===== config.mk =====
export PLATFORM = sky130hd
export DESIGN_NAME = irq_poll_unit
export DESIGN_NICKNAME = d
export VERILOG_FILES = /design/src/rtl/irqp_pkg.sv /design/src/rtl/irqp_decode.sv /design/src/rtl/irqp_sticky.sv /design/src/rtl/irqp_rdport.sv /design/src/rtl/irq_poll_unit.sv
export SDC_FILE = /design/constraint.sdc
export NUM_CORES = 1
export LEC_CHECK = 0
export BUFFER_PORTS_ARGS = -buffer_cell sky130_fd_sc_hd__buf_2
export CORE_MARGIN = 10
export CORE_UTILIZATION = 46
export CTS_BUF_LIST = sky130_fd_sc_hd__clkbuf_16
export DETAILED_ROUTE_END_ITERATION = 6
export PLACE_DENSITY = 0.85
export RECOVER_POWER = 50
export SLEW_MARGIN = 20
export SYNTH_ARGS = -nofsm -noshare
export SYNTH_HDL_FRONTEND = slang
export SYNTH_SLANG_ARGS = --single-unit

===== constraint.sdc =====
create_clock -name clk -period 1.05 [get_ports clk]
set_input_delay 0.0525 -clock clk [delete_from_list [all_inputs] [get_ports clk]]
set_output_delay 0.0525 -clock clk [all_outputs]
set_load 0.01 [all_outputs]

===== src/rtl/irqp_pkg.sv =====
package irqp_pkg;
  localparam int unsigned QUAD_W = 32;
  typedef enum logic [1:0] {
    SEL_NONE = 2'd0,
    SEL_IRQ  = 2'd1,
    SEL_STAT = 2'd2
  } rsel_e;
endpackage


===== src/rtl/irqp_decode.sv =====
module irqp_decode
  import irqp_pkg::*;
#(
  parameter int unsigned ADDR_W   = 8,
  parameter int unsigned NODE_W   = 6,
  parameter int unsigned IRQ_OFS  = 0,
  parameter int unsigned STAT_OFS = 1
) (
  input  logic              wr,
  input  logic              rd,
  input  logic [ADDR_W-1:0] addr,
  input  logic [NODE_W-1:0] node,
  input  logic [NODE_W-1:0] self_id,
  output logic              wr_irq,
  output logic              wr_stat,
  output logic              rd_acc,
  output rsel_e             rd_sel
);
  localparam logic [NODE_W-1:0] BCAST = {NODE_W{1'b1}};

  logic own_hit;
  logic node_ok;

  always_comb begin
    own_hit = (node == self_id);
    node_ok = own_hit || (node == BCAST);
    wr_irq  = wr && node_ok && (addr == ADDR_W'(IRQ_OFS));
    wr_stat = wr && node_ok && (addr == ADDR_W'(STAT_OFS));
    rd_acc  = rd && own_hit;
    if (addr == ADDR_W'(IRQ_OFS))       rd_sel = SEL_IRQ;
    else if (addr == ADDR_W'(STAT_OFS)) rd_sel = SEL_STAT;
    else                                rd_sel = SEL_NONE;
  end
endmodule


===== src/rtl/irqp_sticky.sv =====
module irqp_sticky #(
  parameter int unsigned W = 32
) (
  input  logic         clk,
  input  logic         rst_n,
  input  logic [W-1:0] set_v,
  input  logic [W-1:0] clr_v,
  output logic [W-1:0] q
);
  logic [W-1:0] q_nxt;
  logic         q_en;

  // set takes priority over clear bit by bit
  always_comb begin
    q_en  = (|set_v) || (|clr_v);
    q_nxt = (q & ~clr_v) | set_v;
  end

  always_ff @(posedge clk or negedge rst_n) begin
    if (!rst_n)    q <= '0;
    else if (q_en) q <= q_nxt;
  end
endmodule


===== src/rtl/irqp_rdport.sv =====
module irqp_rdport
  import irqp_pkg::*;
#(
  parameter int unsigned DATA_W = 32
) (
  input  logic              clk,
  input  logic              rst_n,
  input  logic              rd_acc,
  input  rsel_e             rd_sel,
  input  logic [DATA_W-1:0] irq_word,
  input  logic [DATA_W-1:0] stat_word,
  output logic [DATA_W-1:0] rdata,
  output logic              rvalid
);
  logic [DATA_W-1:0] rdata_nxt;

  always_comb begin
    unique case (rd_sel)
      SEL_IRQ:  rdata_nxt = irq_word;
      SEL_STAT: rdata_nxt = stat_word;
      default:  rdata_nxt = '0;
    endcase
  end

  always_ff @(posedge clk or negedge rst_n) begin
    if (!rst_n)      rdata <= '0;
    else if (rd_acc) rdata <= rdata_nxt;
  end

  always_ff @(posedge clk or negedge rst_n) begin
    if (!rst_n) rvalid <= 1'b0;
    else        rvalid <= rd_acc;
  end
endmodule


===== src/rtl/irq_poll_unit.sv =====
module irq_poll_unit
  import irqp_pkg::*;
#(
  parameter int unsigned ADDR_W   = 8,
  parameter int unsigned NODE_W   = 6,
  parameter int unsigned GROUPS   = 32,
  parameter int unsigned UNITS    = 16,
  parameter int unsigned IRQ_OFS  = 0,
  parameter int unsigned STAT_OFS = 1
) (
  input  logic              clk,
  input  logic              rst_n,
  input  logic [NODE_W-1:0] my_node_id,
  input  logic              bus_wr,
  input  logic              bus_rd,
  input  logic [ADDR_W-1:0] bus_addr,
  input  logic [NODE_W-1:0] bus_node,
  input  logic [31:0]       bus_wdata,
  output logic [31:0]       bus_rdata,
  output logic              bus_rvalid,
  output logic [GROUPS-1:0] cons_pend,
  input  logic [GROUPS-1:0] cons_ack,
  input  logic [UNITS-1:0]  unit_req,
  input  logic [31:0]       poll_mask,
  output logic              poll_hit
);
  localparam int unsigned DATA_W   = QUAD_W;
  localparam int unsigned UNIT_LSB = DATA_W - UNITS;

  logic              wr_irq;
  logic              wr_stat;
  logic              rd_acc;
  rsel_e             rd_sel;
  logic [GROUPS-1:0] irq_set;
  logic [UNITS-1:0]  stat_clr;
  logic [GROUPS-1:0] irq_q;
  logic [UNITS-1:0]  unit_q;
  logic [DATA_W-1:0] irq_word;
  logic [DATA_W-1:0] stat_word;

  irqp_decode #(
    .ADDR_W(ADDR_W), .NODE_W(NODE_W), .IRQ_OFS(IRQ_OFS), .STAT_OFS(STAT_OFS)
  ) u_dec (
    .wr(bus_wr), .rd(bus_rd), .addr(bus_addr), .node(bus_node),
    .self_id(my_node_id), .wr_irq(wr_irq), .wr_stat(wr_stat),
    .rd_acc(rd_acc), .rd_sel(rd_sel)
  );

  always_comb begin
    irq_set  = wr_irq  ? bus_wdata[GROUPS-1:0] : '0;
    stat_clr = wr_stat ? bus_wdata[DATA_W-1:UNIT_LSB] : '0;
  end

  irqp_sticky #(.W(GROUPS)) u_irq (
    .clk(clk), .rst_n(rst_n), .set_v(irq_set), .clr_v(cons_ack), .q(irq_q)
  );

  irqp_sticky #(.W(UNITS)) u_stat (
    .clk(clk), .rst_n(rst_n), .set_v(unit_req), .clr_v(stat_clr), .q(unit_q)
  );

  generate
    if (GROUPS < DATA_W) begin : g_irq_pad
      assign irq_word = {{(DATA_W-GROUPS){1'b0}}, irq_q};
    end else begin : g_irq_full
      assign irq_word = irq_q;
    end
    if (UNIT_LSB > 0) begin : g_stat_pad
      assign stat_word = {unit_q, {UNIT_LSB{1'b0}}};
    end else begin : g_stat_full
      assign stat_word = unit_q;
    end
  endgenerate

  irqp_rdport #(.DATA_W(DATA_W)) u_rd (
    .clk(clk), .rst_n(rst_n), .rd_acc(rd_acc), .rd_sel(rd_sel),
    .irq_word(irq_word), .stat_word(stat_word),
    .rdata(bus_rdata), .rvalid(bus_rvalid)
  );

  assign cons_pend = irq_q;
  assign poll_hit  = |(stat_word & poll_mask);
endmodule


==> results of run 1 <==
## layout make-up
type	count	area, um^2	share of cell area (%)
antenna	3	7.51	0.109
clock buffer	9	225	3.28
timing repair buffer	296	2130	31.1
clock inverter	6	60.1	0.875
multi-input combinational	227	2160	31.5
tap	105	131	1.91
inverter	32	120	1.75
sequential	81	2030	29.5
## registers in the layout, summed over array words and instances (netlist names)
signal / flops
u_stat.q: 16
u_rd.rdata: 32
u_rd.rvalid: 1
u_irq.q: 32
## cells in the final DEF, fill, tap and decap left out, types with 5 or more instances in the layout
cell           count
buf_2            179
dfrtp_1           81
o22ai_2           44
dlygate4sd3_1     43
buf_4             38
nand2_1           35
inv_1             32
mux2_4            27
buf_6             24
a22o_1            20
nor2_4            18
nor4_1            17
or2_2             16
nor2_1            16
clkbuf_16          9
buf_12             6
xnor2_1            5
mux2_2             5
## critical path, cell delays in order, from the launching register on
cell and delay (ps):
dfrtp_1 380, a22o_1 230, a221oi_2 240, nand4_1 160, buf_2 170
## per-stage QoR
step / setup WS, ps / TNS (ps) / cells / utilization, % / instance area (um^2)
after global routing: -597 / -28510 / 758 / 83.1 / 6860
after global placement: -780 / -48000 / 672 / 64.7 / 5340
after floorplan: -575 / -37510 / 356 / - / 4020
final: -500 / -26900 / 759 / 83.1 / 6860
after detailed placement: -847 / -51510 / 672 / 64.7 / 5340
after CTS: -479 / -19330 / 751 / 81.1 / 6700
## logic make-up (layout without fill, tap and decap cells)
group	count (synthesis)	after routing	synth area share [%]
mux	32	32	9.14
buf+inv	51	343	6.06
other cells	0	3	0
flops	81	81	51.4
simple gates	113	113	13.9
compound gates	73	76	18.2
xor+xnor	6	6	1.33
## path summary, 6_finish.rpt
kind,start,end,slack (ps),cells past startpoint
worst min register to register,u_rd.rdata[20],u_rd.rdata[20],500,1
min in group asynchronous,rst_n,u_rd.rdata[16],330,2
worst min-delay path,unit_req[9],u_stat.q[9],7,3
max in group asynchronous,rst_n,u_rd.rdata[8],100,3
worst max-delay path,u_stat.q[1],poll_hit,-500,4
worst max register to register,u_stat.q[3],u_rd.rdata[19],-50,3
## power breakdown
group | internal, mW | switching [mW]
clock | 1.82 | 1.23
sequential | 3.12 | 0.00134
combinational | 0.456 | 0.414
## what timing repair did
| item | CTS | global route |
|---|---|---|
| gates resized for setup | 94 | 37 |
| pin swaps | 54 | 13 |
| endpoints found under the setup margin | 81 | 81 |
| hold buffers | 43 | 0 |
| buffers inserted | 15 | 8 |
| cloned | 9 | 0 |
| hold endpoints to repair | 115 | 0 |
## per-layer routing
metal  up-vias  global-route usage, %
met4         0                   9.31
met1      2101                   28.3
met2       242                   45.0
met3        48                   6.39
li1       1871                      -
met5         -                      0
==> impl_metrics.toml, run 1 <==
[synthesis]
synth_common_cells = "dfrtp_1 (81), nand2_1 (35), nor2_1 (34)"
yosysTopAreaCell = "dfrtp_1"
synthDistinctLibCells = 25
postSynth.asyncResetShare_pct = 100
ys.warnings.count = 0
yosys-top-cells-area = "dfrtp_1 (51%), o22ai_2 (9.5%), mux2_2 (9.1%), a22o_1 (4.4%), nand2_1 (3.3%)"
synth_enable_flop_cells = 0
ys_seq_area_share_pct = 51.4
synth-seq-cells = 81
yosysMostFrequentCell = "dfrtp_1"
synth.avg_cell_area_um2 = 11.1
synth_fp_nets = 492
synth_top_area_share_pct = 51.4
netlist_area_um2 = 3940
synth_cells = 356
synth_ff_type = "dfrtp_1"

[final_layout]
nNetsFinal = 783
n_fill_cell = 440
areaGrowthSynthToFinish_pct = 74.1
layout-drive-gt1-share_pct = 61.0

[sta]
setup_slack_ps = -500
slew_viol_final = 0
fin_skew_ps = 3.41
final-hold-violation-count = 0
worst_slew_pin_slew_ps = 631
whs_ps = 6.87
period_share_pct = 148
finalSetupViolCount = 81
fmax_mhz = 645
min_period_ps = 1550
maxSlewHeadroom_pct = 57.9
rsz0062_at_grt = "true"

[routing]
drcViolationCount = 0
dr.pass1.iters = 5
via_per_inst = 5.62
wirelength_mm = 17.2
num_vias = 4262
ant_nets = 0
wire_per_inst_um = 22.6
drtIter0Drc = 283
top_layer_used = "met4"
wl_met1_mm = 6.39
met2WireLength_mm = 8.87
wl_met3_mm = 1.41

[power_and_ir_drop]
vdd_ir_drop_max_mv = 0.792
power_mw = 7.04
pwr_density_cell_nw_per_um2 = 1030
leakagePower_nw = 3.24

[global_route]
grt_max_degree = 33
antenna_found_initial = 2
grtUsageTotal_pct = 25.3
grt_pass1_wl_mm = 25.8
grt_overflow = 0
grt_pass1_vias = 4685

[floorplan]
dieHeight_um = 113
die_area_um2 = 12700
rows = 33
coreArea_um2 = 8260
num_io_pins = 202
dieWidth_um = 113
initial_core_util_pct = 47.7

[clock_tree]
h-tree-depth = 3
clock_sinks = 81
cts_tree = "built"
cts_buffers = 9
clk_pin_slew_ps = 60
insertion_delay_ps = 320
clockBufferDepth = 2
clockRootBuffer = "clkbuf_16"

[placement]
gp_congestion = 0.853
io_buffers = 185
hpwl_mm = 10.3

[worst_hold_path]
hold_path_class = "primary input to flop"

[setup_path]
cp_max_fo = 2
required_ps = 1000
arrival_ps = 1500
cp-start-kind = "flop"
end_kind = "primary output"
path_class = "flop to primary output"

[outcome]
violations = "negative setup slack"
status = "finished with violations"

[flow_run]
max_cap_violations = 0
Power figures use the tool's default switching activity.
==> inputs of run 2 (changes only) <==
--- a/config.mk
+++ b/config.mk
@@ -7,12 +7,14 @@
 export LEC_CHECK = 0
 export BUFFER_PORTS_ARGS = -buffer_cell sky130_fd_sc_hd__buf_2
 export CORE_MARGIN = 10
-export CORE_UTILIZATION = 46
+export CORE_UTILIZATION = 45
 export CTS_BUF_LIST = sky130_fd_sc_hd__clkbuf_16
+export CTS_CLUSTER_SIZE = 40
 export DETAILED_ROUTE_END_ITERATION = 6
-export PLACE_DENSITY = 0.85
+export PLACE_DENSITY = 0.84
 export RECOVER_POWER = 50
 export SLEW_MARGIN = 20
 export SYNTH_ARGS = -nofsm -noshare
 export SYNTH_HDL_FRONTEND = slang
+export SYNTH_HIERARCHICAL = 1
 export SYNTH_SLANG_ARGS = --single-unit
==> impl_metrics.toml, run 2 <==
[power_and_ir_drop]
vdd_ir_drop_max_mv = 1.11
pwr_density_cell_nw_per_um2 = 1410
leakagePower_nw = 3.68

[setup_path]
cp-start-kind = "flop"
critPathSlowestCell = "dfrtp_1"
timing.rr.start = "u_stat/q[1]"
end_kind = "primary output"
critPathLaunch = "u_stat/q[2]"
critPathMaxStageDelay_ps = 400
cp_max_fo = 2
path_class = "flop to primary output"
crit_buf_inv = 1
required_ps = 1000
arrival_ps = 1530
cp_cell_sequence = "a22o_1 -> a221oi_2 -> nand4_1 -> buf_2"
crit_family = "compound AO/OA/AOI/OAI gates"

[final_layout]
n_fill_cell = 443
layout-drive-gt1-share_pct = 58.0
reg_top3 = "u_irq/q: 32 flops, u_rd/rdata: 32 flops, u_stat/q: 16 flops"
final_common_cell = "buf_2"
layout.cells.non_filler = 769
num_antenna_cells = 0
layout_common_cells = "buf_2 (177), dfrtp_1 (81), inv_1 (66)"
areaGrowthSynthToFinish_pct = 77.8
nNetsFinal = 797

[sta]
worst_slew_pin_slew_ps = 741
maxSlewHeadroom_pct = 50.6
final-hold-violation-count = 0
rsz0062_at_grt = "true"
tns_ps = -26650
finalSetupViolCount = 82
period_share_pct = 150
setup_slack_ps = -528
fin_skew_ps = 5.08
slew_viol_final = 0
fmax_mhz = 634
min_period_ps = 1580

[routing]
ant_nets = 0
wire_per_inst_um = 21.1
wirelength_mm = 16.2
drcViolationCount = 0
dr.pass1.iters = 4
via_per_inst = 5.29
drtIter0Drc = 319
num_vias = 4067

[synthesis]
synth_enable_flop_cells = 0
synth.avg_cell_area_um2 = 10.3
ys_seq_area_share_pct = 52.5
netlist_area_um2 = 3860
synth-seq-cells = 81
synth_ff_type = "dfrtp_1"
postSynth.asyncResetShare_pct = 100
ys.warnings.count = 6
synth_cells = 374
synth_common_cells = "inv_1 (83), dfrtp_1 (81), a21o_1 (48), and2_1 (48), a22oi_1 (32)"
synthDistinctLibCells = 25
yosysTopAreaCell = "dfrtp_1"
yosys-top-cells-area = "dfrtp_1 (53%), a21o_1 (9.3%), inv_1 (8.1%), and2_1 (7.8%), a22oi_1 (6.2%)"
synth_top_area_share_pct = 52.5
yosysMostFrequentCell = "inv_1"

[global_route]
antenna_found_initial = 0
grtUsageTotal_pct = 23.7
grt_pass1_vias = 4500
grt_overflow = 0
grt_max_degree = 82
grt_pass1_wl_mm = 24.3

[outcome]
status = "finished with violations"
violations = "negative setup slack"

[placement]
place_inst = 698
io_buffers = 185
gp_congestion = 0.815
dp_slack_ps = -574
hpwl_mm = 9.80

[floorplan]
num_io_pins = 202
dieHeight_um = 113
initial_core_util_pct = 46.5
dieWidth_um = 113
rows = 33
die_area_um2 = 12700
coreArea_um2 = 8300

[clock_tree]
clockRootBuffer = "clkbuf_16"
cts_buffers = 9
cts_tree = "built"
clock_sinks = 81
insertion_delay_ps = 320
clk_pin_slew_ps = 60
h-tree-depth = 3
clockBufferDepth = 2

[worst_hold_path]
hold_path_class = "primary input to flop"
hp-start = "cons_ack[24]"

[flow_run]
max_cap_violations = 0
run 2: power by group:
part / total [mW] / switching [mW] / internal, mW
combinational: 2.27 / 1.13 / 1.14
clock: 3.59 / 1.26 / 2.32
sequential: 3.79 / 0.231 / 3.56
total: 9.65 / 2.63 / 7.02
run 2: cell families (layout without fill, tap and decap cells):
| family | after synthesis | count (layout) | synth area share [%] |
|---|---|---|---|
| AOI/OAI and AO/OA | 121 | 121 | 24.4 |
| DFF | 81 | 81 | 52.5 |
| other | 1 | 16 | 0.0972 |
| xor gates and xnor gates | 6 | 6 | 1.36 |
| adders and majority gates | 2 | 2 | 0.649 |
| and+or+nand+nor | 63 | 63 | 10.1 |
| buffers and inverters | 100 | 375 | 10.9 |
run 2: worst min-delay path, stage by stage:
cell and delay, ps:
buf_2 90, inv_1 40, a21o_1 100
run 2: through the flow:
stage / area (um^2) / power, mW / hold slack (ps) / util [%]
2_1_floorplan: 4020 / 4.57 / -243 / -
3_3_place_gp: 5290 / 5.48 / 109 / 63.8
3_5_place_dp: 5290 / 5.56 / 115 / 63.8
4_1_cts: 6670 / 9.42 / 0.590 / 80.3
5_1_grt: 6860 / 10.1 / 3.44 / 82.6
6_report: 6860 / 9.65 / 4.64 / 82.6
run 2: final timing paths:
path,to,slack (ps),cells past startpoint
max,poll_hit,-530,4
min,u_irq/q[24],5,3
max reg2reg,u_rd/rdata[17],40,3
min reg2reg,u_irq/q[4],520,1
max in group asynchronous,u_stat/q[15],120,3
min in group asynchronous,u_irq/q[24],430,3
run 2: metal layers:
metal	up-vias	share of wire [%]	track usage, %
met5	-	0	0
met4	0	4.1	10.4
met3	57	6.8	6.02
met2	188	53	42.3
met1	2015	36	25.7
li1	1807	-	-
run 2: timing repair:
| action | CTS | global route |
|---|---|---|
| hold buffers | 41 | 0 |
| pin swaps | 62 | 52 |
| setup buffers | 11 | 2 |
| setup endpoints to repair | 81 | 82 |
| gates resized for setup | 96 | 69 |
| hold endpoints to repair | 121 | 0 |
| gates cloned | 8 | 0 |
run 2: cell type report:
| cell class | instances | area [um^2] | share of cell area, % |
|---|---|---|---|
| repair buffers | 276 | 2000 | 29.2 |
| inverters | 83 | 312 | 4.54 |
| clock buffers | 9 | 225 | 3.28 |
| flip-flops and latches | 81 | 2030 | 29.6 |
| multi-input cells | 208 | 2040 | 29.8 |
| clock inverters | 7 | 119 | 1.73 |
| well taps | 105 | 131 | 1.92 |
